===== src/rtl/segdesc_pkg.sv =====
package segdesc_pkg;
  localparam int VA_W          = 32;
  localparam int SEC_CNT       = 4;
  localparam int SLOTS_PER_SEC = 8;
  localparam int SEG_LSB       = 17;
  localparam int ACC_W         = 8;
  localparam int MAXOFF_W      = 14;
  localparam int SEGADDR_LSB   = 5;
  localparam int FLAG_W        = 4;

  localparam int SEC_W     = $clog2(SEC_CNT);
  localparam int IDX_W     = $clog2(SLOTS_PER_SEC);
  localparam int SLOT_CNT  = SEC_CNT * SLOTS_PER_SEC;
  localparam int SLOT_W    = $clog2(SLOT_CNT);
  localparam int TAG_LSB   = SEG_LSB + IDX_W;
  localparam int TAG_W     = VA_W - SEC_W - TAG_LSB;
  localparam int SEGADDR_W = VA_W - SEGADDR_LSB;

  // descriptor word 0 bit positions the block depends on
  localparam int DV_BIT   = 6;
  localparam int DP_BIT   = 0;
  localparam int MOD_FLAG = 0;  // flags[0] is descriptor bit 1

  typedef struct packed {
    logic [ACC_W-1:0]     acc;
    logic [MAXOFF_W-1:0]  max_off;
    logic [TAG_W-1:0]     tag;
    logic [SEGADDR_W-1:0] seg_addr;
    logic [FLAG_W-1:0]    flags;
  } sdc_entry_t;
endpackage


===== src/rtl/sdc_fill_pack.sv =====
module sdc_fill_pack
  import segdesc_pkg::*;
(
  input  logic                  fill_en,
  input  logic [VA_W-1:0]       word0,
  input  logic [VA_W-1:0]       word1,
  input  logic [TAG_W-1:0]      tag,
  output logic                  accept,
  output sdc_entry_t            packed_ent
);
  logic unused_fill_bits;

  always_comb begin
    accept              = fill_en & word0[DV_BIT] & word0[DP_BIT];
    packed_ent.acc      = word0[VA_W-1 -: ACC_W];
    packed_ent.max_off  = word0[VA_W-ACC_W-1 -: MAXOFF_W];
    packed_ent.tag      = tag;
    packed_ent.seg_addr = word1[VA_W-1:SEGADDR_LSB];
    packed_ent.flags    = word0[FLAG_W:1];
  end

  assign unused_fill_bits = ^{word0[VA_W-ACC_W-MAXOFF_W-1:FLAG_W+1], word1[SEGADDR_LSB-1:0]};
endmodule


===== src/rtl/sdc_slot.sv =====
module sdc_slot
  import segdesc_pkg::*;
(
  input  logic       clk,
  input  logic       rst_n,
  input  logic       load_en,
  input  sdc_entry_t load_data,
  input  logic       set_mod,
  input  logic       kill,
  output sdc_entry_t ent_q,
  output logic       good_q
);
  sdc_entry_t ent_d;
  logic       good_d;
  logic       ent_en;

  always_comb begin
    ent_d  = ent_q;
    good_d = good_q;
    ent_en = load_en | set_mod;
    if (load_en) begin
      ent_d  = load_data;
      good_d = 1'b1;
    end else if (set_mod) begin
      ent_d.flags[MOD_FLAG] = 1'b1;
    end
    if (kill) good_d = 1'b0;
  end

  always_ff @(posedge clk) begin
    if (ent_en) ent_q <= ent_d;
  end

  always_ff @(posedge clk or negedge rst_n) begin
    if (!rst_n) good_q <= 1'b0;
    else        good_q <= good_d;
  end
endmodule


===== src/rtl/sdc_rebuild.sv =====
module sdc_rebuild
  import segdesc_pkg::*;
(
  input  sdc_entry_t        ent,
  input  logic              good,
  input  logic [TAG_W-1:0]  tag,
  output logic              hit,
  output logic [VA_W-1:0]   word0,
  output logic [VA_W-1:0]   word1
);
  always_comb begin
    hit   = good && (ent.tag == tag);
    word0 = '0;
    word1 = '0;
    if (hit) begin
      word0 = {ent.acc, ent.max_off, 3'b000, 1'b1, 1'b0, ent.flags, 1'b1};
      word1 = {ent.seg_addr, {SEGADDR_LSB{1'b0}}};
    end
  end
endmodule


===== src/rtl/segdesc_cache.sv =====
module segdesc_cache
  import segdesc_pkg::*;
(
  input  logic             clk,
  input  logic             rst_n,
  input  logic [31:0]      lk_va,
  output logic             lk_hit,
  output logic [31:0]      lk_word0,
  output logic [31:0]      lk_word1,
  input  logic             fill_en,
  input  logic [31:0]      fill_va,
  input  logic [31:0]      fill_word0,
  input  logic [31:0]      fill_word1,
  input  logic             mod_en,
  input  logic [31:0]      mod_va,
  input  logic             inv_en,
  input  logic [31:0]      inv_va,
  input  logic             secinv_en,
  input  logic [1:0]       secinv_sel
);
  // reset: asserted asynchronously, released through two flops
  logic rst_meta, rst_sync_n;
  always_ff @(posedge clk or negedge rst_n) begin
    if (!rst_n) begin
      rst_meta   <= 1'b0;
      rst_sync_n <= 1'b0;
    end else begin
      rst_meta   <= 1'b1;
      rst_sync_n <= rst_meta;
    end
  end

  // address fields
  logic [SLOT_W-1:0] lk_slot, fill_slot, mod_slot, inv_slot;
  logic [TAG_W-1:0]  lk_tag, fill_tag;
  assign lk_slot   = {lk_va[VA_W-1 -: SEC_W],   lk_va[SEG_LSB +: IDX_W]};
  assign fill_slot = {fill_va[VA_W-1 -: SEC_W], fill_va[SEG_LSB +: IDX_W]};
  assign mod_slot  = {mod_va[VA_W-1 -: SEC_W],  mod_va[SEG_LSB +: IDX_W]};
  assign inv_slot  = {inv_va[VA_W-1 -: SEC_W],  inv_va[SEG_LSB +: IDX_W]};
  assign lk_tag    = lk_va[TAG_LSB +: TAG_W];
  assign fill_tag  = fill_va[TAG_LSB +: TAG_W];

  logic unused_va_bits;
  assign unused_va_bits = ^{lk_va[SEG_LSB-1:0], fill_va[SEG_LSB-1:0], mod_va[SEG_LSB-1:0],
                            mod_va[VA_W-SEC_W-1:TAG_LSB], inv_va[SEG_LSB-1:0],
                            inv_va[VA_W-SEC_W-1:TAG_LSB]};

  logic       fill_ok;
  sdc_entry_t fill_ent;

  sdc_fill_pack u_pack (
    .fill_en    (fill_en),
    .word0      (fill_word0),
    .word1      (fill_word1),
    .tag        (fill_tag),
    .accept     (fill_ok),
    .packed_ent (fill_ent)
  );

  sdc_entry_t          ent_arr [SLOT_CNT];
  logic [SLOT_CNT-1:0] good_vec;

  for (genvar s = 0; s < SLOT_CNT; s++) begin : g_slot
    logic load_s, mod_s, kill_s;
    always_comb begin
      load_s = fill_ok && (fill_slot == SLOT_W'(s));
      mod_s  = mod_en  && (mod_slot  == SLOT_W'(s));
      kill_s = (inv_en && (inv_slot == SLOT_W'(s))) ||
               (secinv_en && (secinv_sel == SEC_W'(s / SLOTS_PER_SEC)));
    end

    sdc_slot u_slot (
      .clk       (clk),
      .rst_n     (rst_sync_n),
      .load_en   (load_s),
      .load_data (fill_ent),
      .set_mod   (mod_s),
      .kill      (kill_s),
      .ent_q     (ent_arr[s]),
      .good_q    (good_vec[s])
    );
  end

  sdc_rebuild u_rebuild (
    .ent   (ent_arr[lk_slot]),
    .good  (good_vec[lk_slot]),
    .tag   (lk_tag),
    .hit   (lk_hit),
    .word0 (lk_word0),
    .word1 (lk_word1)
  );
endmodule


===== config.mk =====
export PLATFORM = sky130hd
export DESIGN_NAME = segdesc_cache
export DESIGN_NICKNAME = d
export VERILOG_FILES = /design/src/rtl/segdesc_pkg.sv /design/src/rtl/sdc_fill_pack.sv /design/src/rtl/sdc_slot.sv /design/src/rtl/sdc_rebuild.sv /design/src/rtl/segdesc_cache.sv
export SDC_FILE = /design/constraint.sdc
export NUM_CORES = 2
export LEC_CHECK = 0
export CAP_MARGIN = 10
export CORE_MARGIN = 1
export CORE_UTILIZATION = 66
export CTS_CLUSTER_DIAMETER = 200
export DETAILED_ROUTE_END_ITERATION = 7
export PLACE_DENSITY = 0.85
export SLEW_MARGIN = 0
export SYNTH_ARGS = -nofsm -noshare
export SYNTH_HDL_FRONTEND = slang
export SYNTH_HIERARCHICAL = 1
export SYNTH_SLANG_ARGS = --single-unit

===== constraint.sdc =====
create_clock -name clk -period 16 [get_ports clk]
set_input_delay 4.8 -clock clk [delete_from_list [all_inputs] [get_ports clk]]
set_output_delay 4.8 -clock clk [all_outputs]
set_load 0.005 [all_outputs]

# Word-level counts from Yosys, hierarchy flattened
# Index checks and enable logic that the tools add are counted.
# totals
regBits,2050
input_bits,200
output_inout_bits,65
wordCells,760
# op_classes
magnitude_cmp,2
eq_ne,97
muxes,135
bitwise,35
reduce_logical,265
# ops
cell,n
$bmux 63 s5,1
$eq 5x5->1 const B,48
$mux 1,129
$reduce_and 2->1,64
$reduce_bool 2->1,64
$mux 63,2
$eq 5x4->1 const B,24
$logic_and 1x1->1,101
$mux 32,2
$eq 5x3->1 const B,12
$logic_or 1x1->1,32
$or 1x1->1,32
$eq 5x2->1 const B,6
$eq 5x1->1 const B,3
$logic_not 5->1,3
$eq 10x10->1,1
$ge 6x6->1 const B,1
$lt 5x6->1 const B,1
$not 5->6,1
$bmux 1 s5,1
$eq 2x2->1 const B,2
$and 1x1->1,2
$eq 2x1->1 const B,1
$logic_not 2->1,1

# Depth between registers and ports, before layout
# logic_depth
word_depth,7
ltp_mapped,13
ltp_nobuf,8

# Modules after synthesis
# Netlist, hierarchy kept.
# by_module_without_submodules
mod,n_inst,cells_each,area_each_um2,seq_area_each_um2
sdc_slot,32,68,1943.1,1916.8
segdesc_cache,1,1783,17115.2,50.0
sdc_rebuild,1,91,705.7,0.0
sdc_fill_pack,1,64,479.2,0.0

# Least setup slack after synthesis
# Ideal clock, no wire load.
# synth_path
path_type,in2out
from,in lk_va[19]
to,out lk_word0[12]
arrival_ps,7005
required_ps,11200
setup_slack_ps,4195
cell_stages,11
n_path_buf,4
path_cell_list,buf_4 > buf_2 > buf_1 > mux4_2 > a22oi_1 > nand4_1 > xnor2_1 > nand4_1 > and4bb_4 > buf_6 > and2_1
# synth_via
elab_chain_cells,7
elab_cells_between_ends,9
cone_classes,1 x eq/ne; 6 x mux; 1 x bitwise; 1 x reduce/logical
# synth_lines
item,line_no,source
start: declaration,segdesc_cache.sv:6,"input logic [31:0] lk_va,"
$not 5->6 (implied by the code),segdesc_cache.sv:85,".ent (ent_arr[lk_slot]),"
$bmux 63 s5,segdesc_cache.sv:85,
$mux 63 (implied by the code) (2 in a row),segdesc_cache.sv:85,
$eq 10x10->1,sdc_rebuild.sv:12,hit = good && (ent.tag == tag);
$logic_and 1x1->1 *,sdc_rebuild.sv:12,
net lk_hit,segdesc_cache.sv:7,"output logic lk_hit,"
$mux 32 *,sdc_rebuild.sv:15,if (hit) begin
end: declaration,segdesc_cache.sv:8,"output logic [31:0] lk_word0,"
# Mark *: on every way through the listed nets, which the timed path passes. The rest lies on a longest branch. The select of a mux whose other input is x is not followed.

# Final worst setup path
# layout_path
from,in lk_va[31]
to,out lk_word0[4]
# layout_via
elab_chain_cells,7
elab_cells_between_ends,9
cone_classes,1 x eq/ne; 6 x mux; 1 x bitwise; 1 x reduce/logical
# layout_lines
item,line_no
$not 5->6 (implied by the code),segdesc_cache.sv:85
$bmux 63 s5,segdesc_cache.sv:85
$mux 63 (implied by the code) (2 in a row),segdesc_cache.sv:85
$eq 10x10->1,sdc_rebuild.sv:12
$logic_and 1x1->1,sdc_rebuild.sv:12
$mux 32 *,sdc_rebuild.sv:15
# Mark *: on every way between the ends. The rest lies on a longest branch, timed or not. The select of a mux whose other input is x is not followed.

==> run summary <==
CP bufs+invs = 2
RR Startpoint = g_slot[17].u_slot/good_q
arrival time at the worst endpoint = 9.66 ns
Hold WS = 0.276 ns
port bufs = 158
WL/cell = 34.9 µm
Finished Core Util = 74.3%
post-CTS sizing = 0
Routed WL = 211000 µm
Setup TNS = 0 ns
Max stage delay cell, worst path = nor2_4
R2R Setup Slk = 15.30 ns
CP peak stage delay = 0.92 ns
Setup Skew = 0.00903 ns
Crit Path Category = input port to output pin
die area = 0.123 mm²
Starting Density = 66.8%
CTS Root Cell = clkbuf_16
setup violators final = 0
Met1 Wirelength = 68100 µm
Max Cap Violations = 0
grt ovf = 0
maximum fanout along the worst path = 31
synthesis-to-layout area growth = 11.2%
crit path capture type = output pin
Synth Flop Type = edfxtp_1
Fin. Hold Viols = 0
IO Pins = 265
Worst-Margin Slew = 1.31 ns
worst-path cell chain = buf_2 > nor2b_4 > a22oi_1 > a31oi_1 > nand3_1 > xnor2_1 > nand4_1 > nor2_4 > and4_1 > clkdlybuf4s50_1
total number of vias = 43.2k
vias per std cell = 7.16
Post-synth EDFFs = 2016
placed instance area = 0.0834 mm²
P_leak = 29.4 nW
largest net degree at the start of global routing = 110
DR top layer = met5
Num Clock Sinks = 2050
wire length on met2 = 103000 µm
worst vdd ir = 141 µV
WP data required = 11.20 ns
CTS max path bufs = 3
cell count along the critical path = 10
die width = 351 µm
Synth async-reset ratio = 1.66%
layout cells sized above 1 = 16.9%
fin crit period = 14.46 ns
DR iter-0 viols = 6813
Nets = 4451
Skew-Pair Late Insertion Delay = 0.82 ns
commonest cells after routing, fill and taps aside = edfxtp_1, mux2i_1, a22oi_1
antenna-violating nets left = 0
last element of the critical path = lk_word0[4]
PwrDens = 122 mW/mm²
CTS Buf Count = 190
critical path launch point type = input port
fin area = 0.0895 mm²
max frequency = 0.0691 GHz
Synth Register Bits = 2050
FILL cells = 6336
Core Region = 0.120 mm²
Die Ht = 351 µm
Mapped Cells = 4114
CTS tree = built
number of global-route vias before repair = 43.9k
power consumption = 10.9 mW
status = completed
gpl congestion = 0.826
number of H-tree levels = 4
total track usage = 34.5%
unrepaired setup endpoints after global routing = no
Pre-Repair DR Iteration Count = 6
R2R cell count = 1
metal3 WL = 28000 µm
first-pass GRT wire length = 298000 µm
Critical R2R Capture = g_slot[17].u_slot/good_q
Post-Syn Area = 0.0805 mm²
hold-fix buffers at CTS = 0
fin crit share = 90.4%
most common cell after layout, fill and taps aside = edfxtp_1
Rows = 127
fin. max-slew vios = 0
Critical Path Source = lk_va[31]
postcts setup bufs = 0
Syn Area/Cell = 19.6 µm²
Syn. warnings = 6
DR DRC count = 0
Yosys cell types = 46
Slew Limit Headroom = 12.2%
detailed-placement wirelength estimate = 105000 µm
register area share after synthesis = 76.3%
Crit path max-delay family = simple AND/OR/NAND/NOR gates
clock-pin slew on the worst setup and hold paths = 0.06 ns
Hold Crit Class = flop to async pin
antenna violations before repair = 17
-- kinds of logic (layout without fill, tap and decap cells) --
group | count (synthesis) | after routing | synth area share, %
xor+xnor | 9 | 9 | 0.0979
simple gates | 493 | 493 | 3.46
other cells | 2 | 20 | 0.00933
mux | 769 | 769 | 13.5
compound gates | 452 | 452 | 4.18
buf+inv | 339 | 630 | 2.43
flops | 2050 | 2050 | 76.3
-- final cells by class --
class	instances	area [µm²]	share of cell area, %
Sequential cell	2050	61400	68.6
Timing Repair Buffer	275	2520	2.81
Inverter	1	3.75	0.00419
Antenna cell	10	25.0	0.0280
Multi-Input combinational cell	1733	17500	19.5
Clock inverter	108	977	1.09
Clock buffer	246	5070	5.66
Tap cell	1612	2020	2.25
-- cells in the mapped netlist, types with 10 or more instances --
master | number | area [µm²]
o21ai_0 | 32 | 160
and4_2 | 19 | 190
a21oi_1 | 12 | 60.1
edfxtp_1 | 2016 | 60500
buf_6 | 25 | 282
nand2_1 | 34 | 128
clkbuf_1 | 122 | 458
nand2b_1 | 42 | 263
a22o_1 | 12 | 105
buf_1 | 12 | 45.0
or2_1 | 32 | 200
nor3_1 | 10 | 50.1
mux4_2 | 256 | 5770
nand3_1 | 139 | 696
and2_1 | 31 | 194
mux2i_1 | 512 | 5120
nor2b_1 | 23 | 144
o21ba_2 | 32 | 320
a31oi_1 | 13 | 81.3
dfrtp_1 | 34 | 851
buf_4 | 108 | 811
nor2_1 | 66 | 248
a22oi_1 | 348 | 2610
buf_2 | 65 | 325
nand4_1 | 65 | 407
-- flip-flops by register name, summed over array words and instances (netlist names) --
signal / cells
rst_sync_n: 1
g_slot.u_slot/good_q: 32
rst_meta: 1
g_slot.u_slot/ent_q: 2016
-- worst min-delay path by stage --
stage	start	end	slack, ns
6_report	rst_sync_n	g_slot[15].u_slot/good_q	0.28
4_1_cts	rst_sync_n	g_slot[15].u_slot/good_q	0.29
3_3_place_gp	rst_sync_n	g_slot[15].u_slot/good_q	0.27
3_5_place_dp	rst_sync_n	g_slot[15].u_slot/good_q	0.29
2_1_floorplan	rst_meta	rst_sync_n	0.33
5_1_grt	rst_sync_n	g_slot[11].u_slot/good_q	0.32
-- stage by stage --
step                worst slack (ns)  cells
global route                    1.52   6029
detailed placement              1.73   5670
CTS                             1.65   6024
floorplan                       4.20   4122
finish                          1.54   6035
global placement                1.87   5670
-- report_power, final --
group          internal (mW)  total (mW)  switching, mW
combinational          0.180       0.518          0.337
clock                   2.48        4.46           1.97
sequential              5.92        5.93        0.00727
total                   8.59        10.9           2.32
-- layer usage --
metal | GRT usage (%) | vias up
met5 | 0 | -
met4 | 19.3 | 8
met1 | 43.6 | 21700
met2 | 55.9 | 3749
met3 | 7.96 | 756
li1 | - | 17000
Power figures use the tool's default switching activity.
